===== src/rtl/pfl_pkg.sv =====
package pfl_pkg;
  typedef enum logic [1:0] {
    ACC_IDLE  = 2'd0,
    ACC_READ  = 2'd1,
    ACC_WRITE = 2'd2,
    ACC_LOCK  = 2'd3
  } acc_state_t;
endpackage


===== src/rtl/pfl_sync.sv =====
module pfl_sync #(
  parameter int      W       = 1,
  parameter int      STAGES  = 2,
  parameter logic    RST_VAL = 1'b1
) (
  input  logic         clk,
  input  logic         rst,
  input  logic [W-1:0] d,
  output logic [W-1:0] q
);
  genvar b;
  generate
    for (b = 0; b < W; b++) begin : g_bit
      logic [STAGES-1:0] chain;
      always_ff @(posedge clk) begin
        if (rst) chain <= {STAGES{RST_VAL}};
        else     chain <= {chain[STAGES-2:0], d[b]};
      end
      assign q[b] = chain[STAGES-1];
    end
  endgenerate
endmodule


===== src/rtl/pfl_lock_timer.sv =====
module pfl_lock_timer #(
  parameter int CW        = 6,
  parameter int DEF_TICKS = 32
) (
  input  logic          clk,
  input  logic          rst,
  input  logic          pf_ok,
  input  logic          tick,
  input  logic [CW-1:0] delay_cfg,
  output logic          pend,
  output logic          capture_stb
);
  logic [CW-1:0] cnt;
  logic [CW-1:0] target;
  logic          pf_prev;

  assign target = (delay_cfg != '0) ? delay_cfg : CW'(DEF_TICKS);

  always_ff @(posedge clk) begin
    if (rst) begin
      cnt  <= '0;
      pend <= 1'b0;
    end else if (pf_ok) begin
      cnt  <= '0;
      pend <= 1'b0;
    end else if (!pend && tick) begin
      cnt <= cnt + 1'b1;
      if (cnt + 1'b1 >= target) pend <= 1'b1;
    end
  end

  always_ff @(posedge clk) begin
    if (rst) begin
      pf_prev     <= 1'b1;
      capture_stb <= 1'b0;
    end else begin
      pf_prev     <= pf_ok;
      capture_stb <= pf_prev & ~pf_ok;
    end
  end
endmodule


===== src/rtl/pfl_access.sv =====
module pfl_access
  import pfl_pkg::*;
#(
  parameter int AW = 5,
  parameter int DW = 8
) (
  input  logic          clk,
  input  logic          rst,
  input  logic          rd_act,
  input  logic          wr_act,
  input  logic          pf_ok,
  input  logic          pend,
  input  logic [AW-1:0] addr,
  input  logic [DW-1:0] din,
  input  logic [DW-1:0] reg_rdata,
  output logic [AW-1:0] reg_addr,
  output logic [DW-1:0] reg_wdata,
  output logic          reg_we,
  output logic          reg_re,
  output logic [DW-1:0] dout,
  output logic          dout_oe,
  output logic          lockout
);
  acc_state_t state;

  always_ff @(posedge clk) begin
    if (rst) begin
      state     <= ACC_IDLE;
      reg_addr  <= '0;
      reg_wdata <= '0;
      reg_we    <= 1'b0;
      reg_re    <= 1'b0;
      dout      <= '0;
      dout_oe   <= 1'b0;
    end else begin
      reg_we  <= 1'b0;
      reg_re  <= 1'b0;
      dout_oe <= 1'b0;
      unique case (state)
        ACC_IDLE: begin
          if (pend && !pf_ok) begin
            state <= ACC_LOCK;
          end else if (rd_act) begin
            state    <= ACC_READ;
            reg_addr <= addr;
            reg_re   <= 1'b1;
          end else if (wr_act) begin
            state     <= ACC_WRITE;
            reg_addr  <= addr;
            reg_wdata <= din;
          end
        end
        ACC_READ: begin
          dout    <= reg_rdata;
          dout_oe <= rd_act && pf_ok;
          if (!rd_act) state <= ACC_IDLE;
        end
        ACC_WRITE: begin
          if (wr_act) begin
            reg_wdata <= din;
          end else begin
            reg_we <= 1'b1;
            state  <= ACC_IDLE;
          end
        end
        ACC_LOCK: begin
          if (pf_ok) state <= ACC_IDLE;
        end
        default: state <= ACC_IDLE;
      endcase
    end
  end

  assign lockout = (state == ACC_LOCK);
endmodule


===== src/rtl/pf_lockout_ctrl.sv =====
module pf_lockout_ctrl #(
  parameter int AW        = 5,
  parameter int DW        = 8,
  parameter int CW        = 6,
  parameter int DEF_TICKS = 32,
  parameter int SYNC_LEN  = 2
) (
  input  logic          clk,
  input  logic          rst,
  input  logic          cs_n,
  input  logic          rd_n,
  input  logic          wr_n,
  input  logic [AW-1:0] addr,
  input  logic [DW-1:0] din,
  output logic [DW-1:0] dout,
  output logic          dout_oe,
  input  logic          pfail_n,
  input  logic          tick,
  input  logic [CW-1:0] delay_cfg,
  output logic          lockout,
  output logic          capture_stb,
  output logic [AW-1:0] reg_addr,
  output logic [DW-1:0] reg_wdata,
  output logic          reg_we,
  output logic          reg_re,
  input  logic [DW-1:0] reg_rdata
);
  localparam int NSIG = 4;

  logic [NSIG-1:0] raw_in;
  logic [NSIG-1:0] syn_in;
  logic            cs_s, rd_s, wr_s, pf_ok;
  logic            rd_act, wr_act, pend;

  assign raw_in = {pfail_n, wr_n, rd_n, cs_n};

  pfl_sync #(.W(NSIG), .STAGES(SYNC_LEN), .RST_VAL(1'b1)) u_sync (
    .clk (clk),
    .rst (rst),
    .d   (raw_in),
    .q   (syn_in)
  );

  assign {pf_ok, wr_s, rd_s, cs_s} = syn_in;
  assign rd_act = ~cs_s & ~rd_s;
  assign wr_act = ~cs_s & ~wr_s;

  pfl_lock_timer #(.CW(CW), .DEF_TICKS(DEF_TICKS)) u_timer (
    .clk         (clk),
    .rst         (rst),
    .pf_ok       (pf_ok),
    .tick        (tick),
    .delay_cfg   (delay_cfg),
    .pend        (pend),
    .capture_stb (capture_stb)
  );

  pfl_access #(.AW(AW), .DW(DW)) u_acc (
    .clk       (clk),
    .rst       (rst),
    .rd_act    (rd_act),
    .wr_act    (wr_act),
    .pf_ok     (pf_ok),
    .pend      (pend),
    .addr      (addr),
    .din       (din),
    .reg_rdata (reg_rdata),
    .reg_addr  (reg_addr),
    .reg_wdata (reg_wdata),
    .reg_we    (reg_we),
    .reg_re    (reg_re),
    .dout      (dout),
    .dout_oe   (dout_oe),
    .lockout   (lockout)
  );
endmodule


===== config.mk =====
export PLATFORM = sky130hd
export DESIGN_NAME = pf_lockout_ctrl
export DESIGN_NICKNAME = d
export VERILOG_FILES = /design/src/rtl/pfl_pkg.sv /design/src/rtl/pfl_sync.sv /design/src/rtl/pfl_lock_timer.sv /design/src/rtl/pfl_access.sv /design/src/rtl/pf_lockout_ctrl.sv
export SDC_FILE = /design/constraint.sdc
export NUM_CORES = 1
export LEC_CHECK = 0
export ABC_AREA = 1
export BUFFER_PORTS_ARGS = -buffer_cell sky130_fd_sc_hd__buf_2
export CELL_PAD_IN_SITES_DETAIL_PLACEMENT = 1
export CELL_PAD_IN_SITES_GLOBAL_PLACEMENT = 1
export CORE_ASPECT_RATIO = 0.5
export CORE_MARGIN = 2
export CORE_UTILIZATION = 37
export DETAILED_ROUTE_END_ITERATION = 12
export HOLD_SLACK_MARGIN = 0.03
export PLACE_DENSITY_LB_ADDON = 0.2
export SETUP_SLACK_MARGIN = 0.05
export SYNTH_ARGS = -nofsm -noshare
export SYNTH_HDL_FRONTEND = slang
export SYNTH_SLANG_ARGS = --single-unit

===== constraint.sdc =====
create_clock -name clk -period 3 [get_ports clk]
set_clock_uncertainty 0.15 [all_clocks]
set_input_delay 0 -clock clk [delete_from_list [all_inputs] [get_ports clk]]
set_output_delay 0 -clock clk [all_outputs]
set_load 0.03 [all_outputs]

# Word level (Yosys, flattened, before mapping)

Index checks and enable logic that the tools add are counted.

Memories: 0
Latch bits: 0
Output and inout port bits: 26
Register bits: 43
Logic and storage cells: 70
Bits of input ports: 34
Memory bits (read-only): 0
Bits in writable memories: 0

Equality and inequality tests: 9
Muxes and demuxes: 16
$add $sub $neg: 1
Reduce and logical (&&, ||, !) cells: 17
Shift operators: 0
Magnitude comparators: 1
Multiply operators: 0
Divide/modulo/power cells: 0
Bitwise logic cells: 11

Operators by type and width:

| kind                                                 | number |
|---|---|
| 2-to-1 mux 8 bit                                     | 3 |
| one-hot mux 8 bit (2 select lines)                   | 1 |
| 2-to-1 mux 2 bit                                     | 6 |
| 2-to-1 mux 5 bit                                     | 2 |
| != test 2 bit (second input constant)                | 4 |
| inverter 1 bit                                       | 8 |
| one-hot mux 2 bit (4 select lines)                   | 1 |
| adder 6 x 1 -> 6 bit (second input constant)         | 1 |
| >= comparator 6 bit                                  | 1 |
| 2-to-1 mux 6 bit                                     | 1 |
| AND reduction 3 bit                                  | 2 |
| nonzero test 6 bit                                   | 1 |
| OR reduction 2 bit                                   | 3 |
| equality test 2 bit (second input constant)          | 2 |
| != test 4 x 1 -> 1 bit (second input constant)       | 1 |
| AND reduction 4 bit                                  | 1 |
| nonzero test 2 bit                                   | 2 |
| bitwise AND 1 bit                                    | 3 |
| logical AND 1 bit                                    | 3 |
| OR reduction 3 bit                                   | 1 |
| equality test 2 x 1 -> 1 bit (second input constant) | 1 |
| zero test 1 bit                                      | 2 |
| zero test 2 bit                                      | 1 |
| 2-to-1 mux 1 bit                                     | 2 |
| 2 further kinds                                      | 2 |

# Depth between registers and ports, before layout

Gate-level depths: netlist (run 1).

Word-level depth: 6
Depth in mapped cells: 12
Depth with buffers taken out: 12

# Hierarchy

A second synthesis (run 1) with hierarchy kept.

Cell total of the unflattened synthesis: 240
Area, all modules: 1856.8 um^2

Modules (own cells, without submodules):

| module          | cells an instance | area an instance (um^2) | instances | sequential area each (um^2) |
|---|---|---|---|---|
| pfl_access      | 128               | 1036.0                  | 1         | 520.5 |
| pfl_lock_timer  | 81                | 559.3                   | 1         | 180.2 |
| pfl_sync        | 29                | 254.0                   | 1         | 160.2 |
| pf_lockout_ctrl | 2                 | 7.5                     | 1         | 0.0 |

# Worst setup path after synthesis (run 1)

No wires, ideal clock.

Path kind: register to register
Start: reg u_timer.cnt[0]
End: reg u_timer.pend
Data arrival time: 1.449 ns
Stages on the path, launching flop included: 11
Library setup time: 0.117 ns
Path buffers: 0
Data required time: 2.733 ns
Slack: 1.283 ns
Period minus slack after synthesis: 1.717 ns
Path through: dfxtp_1 ha_1 nand3_1 xor2_1 ha_1 nand2_1 inv_1 a21oi_1 nand2_1 nand2_1 a21oi_1

Word-level cells in the longest chain between the ends: 3

Ends and longest elaborated chain:

| element                       | line                 | text |
|---|---|---|
| start, declared               | pfl_lock_timer.sv:13 | `logic [CW-1:0] cnt;` |
| start signal, assigned        | pfl_lock_timer.sv:27 | `cnt <= cnt + 1'b1;` |
| adder 6 x 1 -> 6 bit          | pfl_lock_timer.sv:28 | `if (cnt + 1'b1 >= target) pend <= 1'b1;` |
| >= comparator 6 bit           | pfl_lock_timer.sv:28 |  |
| AND reduction 2 bit (no line) | --                   |  |
| end signal, assigned          | pfl_lock_timer.sv:22 | `pend <= 1'b0;` |
| end signal, assigned          | pfl_lock_timer.sv:25 | `pend <= 1'b0;` |
| end signal, assigned          | pfl_lock_timer.sv:28 |  |
| end, declared                 | pfl_lock_timer.sv:10 | `output logic pend,` |

Every way passes these cells.
A chain may end at the register's enable or synchronous reset.

# Worst setup path after layout (run 1)

Ends and elaborated chain as after synthesis.

==> results of run 1 <==
layout make-up:
type	count	share of cell area, %
multi-input combinational	159	30.4
inverter	39	5.67
tap	66	3.20
clock buffer	6	2.81
sequential	43	33.3
timing repair buffer	90	23.4
clock inverter	1	1.16
where the power goes:
part / internal (mW) / switching, mW
logic: 0.0619 / 0.0576
registers: 0.582 / 0.00637
clock network: 0.244 / 0.186
metal layers:
| metal | wire [microns] | GRT usage (%) | vias up | part of all wire (%) |
|---|---|---|---|---|
| li1 | - | - | 933 | - |
| met1 | 2240 | 22.8 | 858 | 44 |
| met2 | 2600 | 38.3 | 42 | 51 |
| met3 | 205 | 4.55 | 6 | 4.0 |
| met4 | 40 | 6.14 | 0 | 0.79 |
| met5 | 0 | 0 | - | 0 |
through the flow:
| step | power (mW) | instance area (sq um) | util, % | setup WS (ns) |
|---|---|---|---|---|
| after floorplan | 0.650 | 1820 | - | 1.28 |
| after global placement | 0.683 | 2170 | 47.7 | 1.19 |
| after detailed placement | 0.686 | 2170 | 47.7 | 1.08 |
| after CTS | 1.15 | 2580 | 56.7 | 1.07 |
| after global routing | 1.19 | 2580 | 56.7 | 0.800 |
| final | 1.14 | 2580 | 56.7 | 1.08 |
worst min path at each step:
stage,slack (ns),endpoint,start
2_1_floorplan,-0.05,u_sync.g_bit[0].chain[0],cs_n
3_3_place_gp,0.03,u_sync.g_bit[2].chain[0],wr_n
3_5_place_dp,0.04,u_sync.g_bit[0].chain[0],cs_n
4_1_cts,0.18,u_timer.pend,delay_cfg[0]
5_1_grt,0.28,u_timer.pend,delay_cfg[1]
6_report,0.17,u_timer.pend,delay_cfg[0]
state kept, by name, summed over array words and instances (netlist names), 2 cells and up:
register and count:
u_sync.g_bit.chain 8, u_timer.cnt 6, u_acc.reg_wdata 8, u_acc.dout 8, u_acc.state 2, u_acc.reg_addr 5
cells in the mapped netlist:
library cell  number  area, sq um
inv_1             39          146
or2_2              8         50.1
xor2_1             4         35.0
nand4_1            1         6.26
a21oi_1            6         30.0
o21ai_2            1         8.76
nor4_1             2         12.5
nor2_4             1         11.3
nor2_1            57          214
nor3_1             1         5.00
dfxtp_1           43          861
clkbuf_1           2         7.51
buf_6              1         11.3
ha_1               7         87.6
nand2_1           43          161
buf_2              1         5.00
a41o_1             1         10.0
nand3_2            1         10.0
o21ai_0           19         95.1
nand3_1            5         25.0
nor2_2             1         6.26
o21ai_4            1         16.3
cell families after synthesis:
kind of cell               count (synthesis)
AOI/OAI and AO/OA                         28
and+or+nand+nor                          120
buffers and inverters                     43
adders and majority gates                  7
xor gates and xnor gates                   4
DFF                                       43
critical path, delay by kind of cell (launching register included):
| family | cells | cell delay [ns] |
|---|---|---|
| and+or+nand+nor | 8 | 0.73 |
| AOI/OAI and AO/OA | 2 | 0.19 |
| adders and majority gates | 1 | 0.30 |
| DFF | 1 | 0.41 |
| buffers and inverters | 1 | 0.04 |
==> results.sh, run 1 <==
export IMPL_die_w_microns=103
export IMPL_final_cells=404
export IMPL_vias_per_cell=4.55
export IMPL_max_slew_margin_pct=60.9
export IMPL_start_util_pct=39.9
export IMPL_cts_resized=0
export IMPL_worstHoldPathCells=9
export IMPL_r2r_slack_ns=1.08
export IMPL_status="finished, final reports clean"
export IMPL_critical_path_class="reg2reg"
export IMPL_cp_slowest_cell="dfxtp_1"
export IMPL_vias=1839
export IMPL_wirelength_microns=5090
export IMPL_io_buffers=59
export IMPL_routabilityCongestion=0.794
export IMPL_slowest_delay_ns=0.41
export IMPL_synth_cell_types=22
export IMPL_yosys_area_share_adder_pct=4.82
export IMPL_setup_violations=0
export IMPL_nets=379
export IMPL_dpl_cell_count=366
export IMPL_ctsHoldBuffers=31
export IMPL_drc=0
export IMPL_fillers=596
export IMPL_hold_viol_final=0
export IMPL_gr_total_overflow=0
export IMPL_post_route_cells_drive_above_1_share_pct=23.1
export IMPL_leakage_nw=1.35
export IMPL_die_height_microns=53.5
export IMPL_seq_area_sq_um=861
export IMPL_r2r_start="u_timer.cnt[0]"
export IMPL_final_max_slew_violation_count=0
export IMPL_timing_critical_path_from="u_timer.cnt[0]"
export IMPL_fmax_ghz=0.520
export IMPL_yosys_warnings=0
export IMPL_end_kind="flip-flop"
export IMPL_synth_compound_area_share_pct=8.82
export IMPL_htree_levels=2
export IMPL_avgRoutedWirePerCell_microns=12.6
export IMPL_cts_clk_slew_worst_paths_ns=0.08
export IMPL_synth_mux_area_share_pct=0
export IMPL_synthCells=245
export IMPL_row_count=17
export IMPL_worstReg2RegEnd="u_timer.pend"
export IMPL_period_needed_ns=1.92
export IMPL_ir_drop_uv=200
export IMPL_arrival_ns=1.96
export IMPL_io_pins=60
export IMPL_powerDensity_mw_per_mm2=440
export IMPL_cpMostUsedCell="nand2_1"
export IMPL_dp_hpwl_microns=3150
export IMPL_grt_antenna_before_repair=0
export IMPL_postSynthAreaPerCell_sq_um=7.41
export IMPL_die_area_sq_mm=0.00552
export IMPL_startpoint_type="flip-flop"
export IMPL_post_cts_buffers=0
export IMPL_drtPass1Iterations=4
export IMPL_synth_top_family_by_area="simple AND/OR/NAND/NOR gates"
export IMPL_clkSinkCount=43
export IMPL_maxCapViolations=0
export IMPL_grt_pass1_vias=1872
export IMPL_core_area_sq_mm=0.00455
export IMPL_setup_tns_ns=0
export IMPL_worstPathCellList="nand3_1 > nor2_1 > nand2_1 > nand2_1 > nand2_1 > ha_1 > nand2_1 > inv_1 > a21oi_1 > nand2_1 > nand2_1 > a21oi_1"
export IMPL_cp_max_fo=4
export IMPL_grt_start_max_net_pins=22
export IMPL_period_share_pct=64.1
export IMPL_ant_nets=0
export IMPL_rsz0062_at_grt="false"
export IMPL_tightest_slew_ns=0.586
export IMPL_clk_root_buffer_cell="clkbuf_8"
export IMPL_synth_xor_area_share_pct=1.93
export IMPL_final_common_cell="buf_2"
export IMPL_whs_ns=0.168
export IMPL_syn_area_sq_mm=0.00182
export IMPL_crit_end="u_timer.pend"
export IMPL_syn_num_nets=286
export IMPL_ys_seq_area_share_pct=47.4
export IMPL_final_cell_mix="59 x buf_2, 57 x nor2_1, 43 x nand2_1, 43 x dfxtp_1, 39 x inv_1"
export IMPL_drt_initial_drc_count=50
export IMPL_insertedDiodeCount=0
export IMPL_clock_path_buffers=2
export IMPL_grt_first_pass_wirelength_microns=8400
export IMPL_synth_seq_cells=43
export IMPL_numCtsBuffers=5
export IMPL_insertion_delay_ns=0.29
export IMPL_ff2ff_path_depth=12
export IMPL_multi_input_area_sq_um=785
export IMPL_hp_class="in2reg"
export IMPL_track_usage_pct=20.1
export IMPL_synth_simple_area_share_pct=27.6
export IMPL_syn2layout_area_growth_pct=42.2
export IMPL_crit_required_ns=3.03
export IMPL_cts_tree="done"
Power figures use the tool's default switching activity.
==> run 2: changes to the inputs <==
--- a/config.mk
+++ b/config.mk
@@ -11,7 +11,7 @@
 export CELL_PAD_IN_SITES_GLOBAL_PLACEMENT = 1
 export CORE_ASPECT_RATIO = 0.5
 export CORE_MARGIN = 2
-export CORE_UTILIZATION = 37
+export CORE_UTILIZATION = 31
 export DETAILED_ROUTE_END_ITERATION = 12
 export HOLD_SLACK_MARGIN = 0.03
 export PLACE_DENSITY_LB_ADDON = 0.2
==> constraint.sdc (replaced) <==
create_clock -name clk -period 1.6 [get_ports clk]
set_clock_uncertainty 0.15 [all_clocks]
set_input_delay 0 -clock clk [delete_from_list [all_inputs] [get_ports clk]]
set_output_delay 0 -clock clk [all_outputs]
set_load 0.03 [all_outputs]
==> results.sh, run 2 (synthesis results as in run 1) <==
export IMPL_avgRoutedWirePerCell_microns=12.1
export IMPL_total_power_mw=2.48
export IMPL_io_pins=60
export IMPL_setup_violations=1
export IMPL_clock_path_buffers=2
export IMPL_io_buffers=59
export IMPL_critical_path_class="reg2reg"
export IMPL_seqPwrFrac_pct=44.4
export IMPL_max_slew_margin_pct=67.3
export IMPL_fillers=699
export IMPL_design_area_sq_mm=0.00285
export IMPL_setup_tns_ns=-0.134
export IMPL_final_cell_mix="59 x buf_2, 55 x nor2_1, 42 x nand2_1"
export IMPL_drc=0
export IMPL_period_needed_ns=1.73
export IMPL_grt_first_pass_wirelength_microns=8450
export IMPL_hp_class="in2reg"
export IMPL_core_area_sq_mm=0.00556
export IMPL_drt_initial_drc_count=70
export IMPL_cts_tree="done"
export IMPL_wirelength_microns=5130
export IMPL_final_max_slew_violation_count=0
export IMPL_vias=1835
export IMPL_clkSinkCount=43
export IMPL_ir_drop_uv=500
export IMPL_die_area_sq_mm=0.00652
export IMPL_leakage_nw=1.44
export IMPL_ant_nets=0
export IMPL_hold_viol_final=0
export IMPL_startpoint_type="flip-flop"
export IMPL_crit_required_ns=1.62
export IMPL_min_to="u_timer.pend"
export IMPL_die_w_microns=112
export IMPL_tightest_slew_ns=0.490
export IMPL_start_util_pct=32.6
export IMPL_ff2ff_path_depth=10
export IMPL_dpl_cell_area_sq_mm=0.00225
export IMPL_die_height_microns=58.1
export IMPL_end_kind="flip-flop"
export IMPL_r2r_slack_ns=-0.13
export IMPL_r2r_start="u_timer.cnt[0]"
export IMPL_combPwrFrac_pct=9.6
export IMPL_grt_antenna_before_repair=0
export IMPL_reg_top3="u_acc.dout: 8 flops, u_acc.reg_wdata: 8 flops, u_sync.g_bit.chain: 8 flops"
export IMPL_period_share_pct=108
export IMPL_violations="negative setup slack"
export IMPL_worstHoldPathCells=9
export IMPL_maxCapViolations=0
export IMPL_syn2layout_area_growth_pct=57.2
export IMPL_row_count=19
export IMPL_p_clk_share_pct=46.0
export IMPL_worstPathCellList="ha_4 > nand3_2 > xor2_2 > ha_1 > nand2_2 > inv_1 > a21oi_2 > nand2_1 > nand2_1 > a21oi_2"
export IMPL_utilization_pct=51.3
export IMPL_clk_root_buffer_cell="clkbuf_16"
export IMPL_grt_pass1_vias=1888
export IMPL_htree_levels=2
export IMPL_arrival_ns=1.75
export IMPL_cp_max_fo=3
export IMPL_dp_hpwl_microns=3370
export IMPL_numCtsBuffers=5
export IMPL_cts_clk_slew_worst_paths_ns=0.06
export IMPL_fmax_ghz=0.577
export IMPL_nets=390
export IMPL_gr_total_overflow=0
export IMPL_final_common_cell="buf_2"
export IMPL_track_usage_pct=16.3
export IMPL_swShare_pct=21.4
export IMPL_post_route_cells_drive_above_1_share_pct=29.7
export IMPL_grt_start_max_net_pins=18
export IMPL_drtPass1Iterations=4
export IMPL_insertedDiodeCount=0
export IMPL_insertion_delay_ns=0.28
export IMPL_rsz0062_at_grt="true"
export IMPL_vias_per_cell=4.34
export IMPL_switching_power_mw=0.531
export IMPL_slowest_delay_ns=0.38
export IMPL_powerDensity_mw_per_mm2=870
export IMPL_worstReg2RegEnd="u_timer.pend"
export IMPL_status="finished with violations"
export IMPL_routabilityCongestion=0.824
export IMPL_intPower_mw=1.95
export IMPL_cp_slowest_cell="dfxtp_4"
export IMPL_postLayoutSetupSlackWorst_ns=-0.134
export IMPL_worstHoldStart="delay_cfg[1]"
-- run 2: how the worst max path moves through the flow --
stage / cells past startpoint / to / from
finish: 10 / u_timer.pend / u_timer.cnt[0]
global route: 12 / u_timer.pend / u_timer.cnt[0]
CTS: 10 / u_timer.pend / u_timer.cnt[0]
detailed placement: 10 / u_timer.pend / u_timer.cnt[1]
global placement: 12 / u_timer.pend / u_timer.cnt[0]
floorplan: 12 / u_timer.pend / u_timer.cnt[0]
-- run 2: power groups by stage --
stage / registers (mW) / logic, mW / clock network [mW]
2_1_floorplan: 1.14 / 0.0759 / 0
3_3_place_gp: 1.13 / 0.159 / 0
3_5_place_dp: 1.13 / 0.166 / 0
4_1_cts: 1.10 / 0.231 / 1.17
5_1_grt: 1.10 / 0.267 / 1.22
6_report: 1.10 / 0.239 / 1.14
-- run 2: routing by layer --
layer	vias to the layer above	global-route usage (%)	share of wire, %
met5	-	0	0
li1	949	-	-
met3	2	3.87	2.7
met1	857	18.0	44
met4	0	3.14	0.53
met2	27	32.4	53
-- run 2: cell type report --
class	instances	area (sq um)	share of cell area (%)
clock inverter	3	43.8	1.53
timing repair buffer	101	711	24.9
inverter	39	146	5.13
tap	73	91.3	3.20
sequential	43	875	30.6
multi-input combinational	159	862	30.2
clock buffer	5	125	4.38
-- run 2: metrics by stage --
| step | hold slack [ns] | std cells | worst slack, ns |
|---|---|---|---|
| floorplan | -0.0462 | 245 | -0.0300 |
| global placement | 0.0335 | 379 | -0.0963 |
| detailed placement | 0.0365 | 379 | -0.188 |
| CTS | 0.219 | 422 | -0.135 |
| global route | 0.275 | 423 | -0.253 |
| finish | 0.206 | 423 | -0.134 |
-- run 2: repair_timing --
| action | 4_1_cts | 5_1_grt |
|---|---|---|
| setup endpoints to repair | 1 | 15 |
| buffers inserted | 0 | 1 |
| gates resized for setup | 7 | 9 |
| hold buffers | 35 | 0 |
| pin swaps | 6 | 2 |
| endpoints found under the hold margin | 35 | 0 |
-- run 2: critical path: cells and delay by family, from the launching register on --
kind | cells | cell delay (ns)
flops | 1 | 0.38
simple gates | 4 | 0.27
xor+xnor | 1 | 0.16
buf+inv | 1 | 0.05
fa+ha+maj | 2 | 0.45
compound gates | 2 | 0.15
==> run 3: changes to the inputs <==
--- a/config.mk
+++ b/config.mk
@@ -10,7 +10,6 @@
 export CELL_PAD_IN_SITES_DETAIL_PLACEMENT = 1
 export CELL_PAD_IN_SITES_GLOBAL_PLACEMENT = 1
 export CORE_ASPECT_RATIO = 0.5
-export CORE_MARGIN = 2
 export CORE_UTILIZATION = 31
 export DETAILED_ROUTE_END_ITERATION = 12
 export HOLD_SLACK_MARGIN = 0.03
==> results.sh, run 3 (synthesis results as in run 1) <==
export IMPL_crit_required_ns=1.61
export IMPL_worstHoldStart="rst"
export IMPL_dp_slack_ns=-0.222
export IMPL_htree_levels=2
export IMPL_swShare_pct=21.3
export IMPL_ir_drop_uv=369
export IMPL_final_common_cell="buf_2"
export IMPL_critical_path_class="reg2reg"
export IMPL_grt_antenna_before_repair=0
export IMPL_die_height_microns=56.1
export IMPL_final_max_slew_violation_count=0
export IMPL_status="finished with violations"
export IMPL_period_needed_ns=1.74
export IMPL_hp_class="in2reg"
export IMPL_clkSinkCount=43
export IMPL_drt_initial_drc_count=74
export IMPL_start_util_pct=32.6
export IMPL_seqPwrFrac_pct=48.5
export IMPL_die_area_sq_mm=0.00619
export IMPL_vias_per_cell=4.37
export IMPL_drtPass1Iterations=4
export IMPL_cts_tree="done"
export IMPL_hold_viol_final=0
export IMPL_powerDensity_mw_per_mm2=812
export IMPL_p_clk_share_pct=41.2
export IMPL_fmax_ghz=0.573
export IMPL_maxCapViolations=0
export IMPL_max_slew_margin_pct=75.3
export IMPL_intPower_mw=1.78
export IMPL_grt_pass1_vias=1852
export IMPL_r2r_start="u_timer.cnt[1]"
export IMPL_postLayoutSetupSlackWorst_ns=-0.144
export IMPL_worstPathCellList="ha_4 > nand3_4 > xor2_2 > ha_1 > nand2_1 > inv_1 > a21oi_2 > nand2_1 > nand2_1 > a21oi_2"
export IMPL_row_count=19
export IMPL_drc=0
export IMPL_worstHoldPathCells=5
export IMPL_syn2layout_area_growth_pct=53.8
export IMPL_r2r_slack_ns=-0.14
export IMPL_slowest_delay_ns=0.37
export IMPL_core_area_sq_mm=0.00556
export IMPL_dp_hpwl_microns=3310
export IMPL_clk_root_buffer_cell="clkbuf_16"
export IMPL_tightest_slew_ns=0.369
export IMPL_final_cell_mix="59 x buf_2, 56 x nor2_1, 42 x nand2_1"
export IMPL_rsz0062_at_grt="true"
export IMPL_cp_max_fo=3
export IMPL_track_usage_pct=16.9
export IMPL_gr_total_overflow=0
export IMPL_io_buffers=59
export IMPL_violations="negative setup slack"
export IMPL_ff2ff_path_depth=10
export IMPL_combPwrFrac_pct=10.3
export IMPL_min_to="u_acc.reg_wdata[3]"
export IMPL_numCtsBuffers=5
export IMPL_worstReg2RegEnd="u_timer.pend"
export IMPL_cpMostUsedCell="nand2_1"
export IMPL_grt_start_max_net_pins=22
export IMPL_vias=1829
export IMPL_reg_top3="u_acc.dout: 8 flops, u_acc.reg_wdata: 8 flops, u_sync.g_bit.chain: 8 flops"
export IMPL_insertion_delay_ns=0.28
export IMPL_grt_first_pass_wirelength_microns=8030
export IMPL_setup_violations=1
export IMPL_total_power_mw=2.27
export IMPL_ant_nets=0
export IMPL_fillers=703
export IMPL_routabilityCongestion=0.854
export IMPL_post_route_cells_drive_above_1_share_pct=28.9
export IMPL_cp_slowest_cell="dfxtp_4"
export IMPL_clock_path_buffers=2
export IMPL_leakage_nw=1.40
export IMPL_switching_power_mw=0.484
export IMPL_avgRoutedWirePerCell_microns=11.6
export IMPL_insertedDiodeCount=0
export IMPL_wirelength_microns=4850
export IMPL_period_share_pct=109
export IMPL_die_w_microns=110
export IMPL_io_pins=60
export IMPL_cts_clk_slew_worst_paths_ns=0.06
export IMPL_startpoint_type="flip-flop"
export IMPL_timing_critical_path_from="u_timer.cnt[1]"
export IMPL_end_kind="flip-flop"
export IMPL_arrival_ns=1.76
export IMPL_nets=387
==> run 3: cell count changes in the layout (fill, tap and decap cells not counted), sizes merged <==
cell	before	now
dlygate4sd3	35	32
clkbuf	5	7
clkinv	2	0
bufinv	1	0
==> run 3: critical path, delay by kind of cell, from the launching register on <==
kind | cells | cell delay, ns
xor gates and xnor gates | 1 | 0.16
adders and majority gates | 2 | 0.44
and+or+nand+nor | 4 | 0.29
DFF | 1 | 0.37
AOI/OAI and AO/OA | 2 | 0.16
buffers and inverters | 1 | 0.05
==> run 3: what timing repair did <==
item	CTS	global route
cloned	0	0
hold buffers	32	0
gates resized for setup	7	6
endpoints found under the setup margin	1	10
setup buffers	0	1
pin swaps	4	5
endpoints found under the hold margin	36	0
==> run 3: worst max-delay path by stage <==
stage	end	slack (ns)	cells after the start
after floorplan	u_timer.pend	-0.03	12
after global placement	u_timer.pend	-0.1	12
after detailed placement	u_timer.pend	-0.22	10
after CTS	u_timer.pend	-0.15	12
after global routing	u_timer.pend	-0.27	12
final	u_timer.pend	-0.14	10
==> run 3: cell type report <==
| type | count | area [sq um] | area share [%] |
|---|---|---|---|
| flip-flops and latches | 43 | 873 | 31.3 |
| multi-input cells | 159 | 867 | 31.1 |
| repair buffers | 98 | 681 | 24.4 |
| inverters | 39 | 146 | 5.24 |
| clock buffers | 7 | 133 | 4.75 |
| well taps | 73 | 91.3 | 3.27 |
==> run 3: per-stage QoR <==
stage / area (sq um) / utilization [%] / hold slack (ns) / setup TNS [ns] / std cells
floorplan: 1840 / - / -0.0462 / -0.0300 / 245
global placement: 2250 / 40.4 / 0.0333 / -0.0960 / 379
detailed placement: 2250 / 40.4 / 0.0390 / -0.222 / 379
CTS: 2740 / 49.2 / 0.117 / -0.153 / 418
global route: 2790 / 50.2 / 0.178 / -0.265 / 419
finish: 2790 / 50.2 / 0.113 / -0.144 / 419
==> run 3: power groups by stage <==
stage | clock, mW | sequential, mW | combinational (mW)
2_1_floorplan | 0 | 1.14 | 0.0759
3_3_place_gp | 0 | 1.13 | 0.159
3_5_place_dp | 0 | 1.13 | 0.166
4_1_cts | 0.978 | 1.10 | 0.227
5_1_grt | 1.02 | 1.10 | 0.262
6_report | 0.933 | 1.10 | 0.233
==> run 3: metal layers <==
layer	GRT usage, %	routed length (microns)	vias to the layer above
li1	-	-	944
met2	33.4	2560	36
met4	4.51	40	0
met3	3.86	181	6
met1	17.8	2070	843
met5	0	0	-
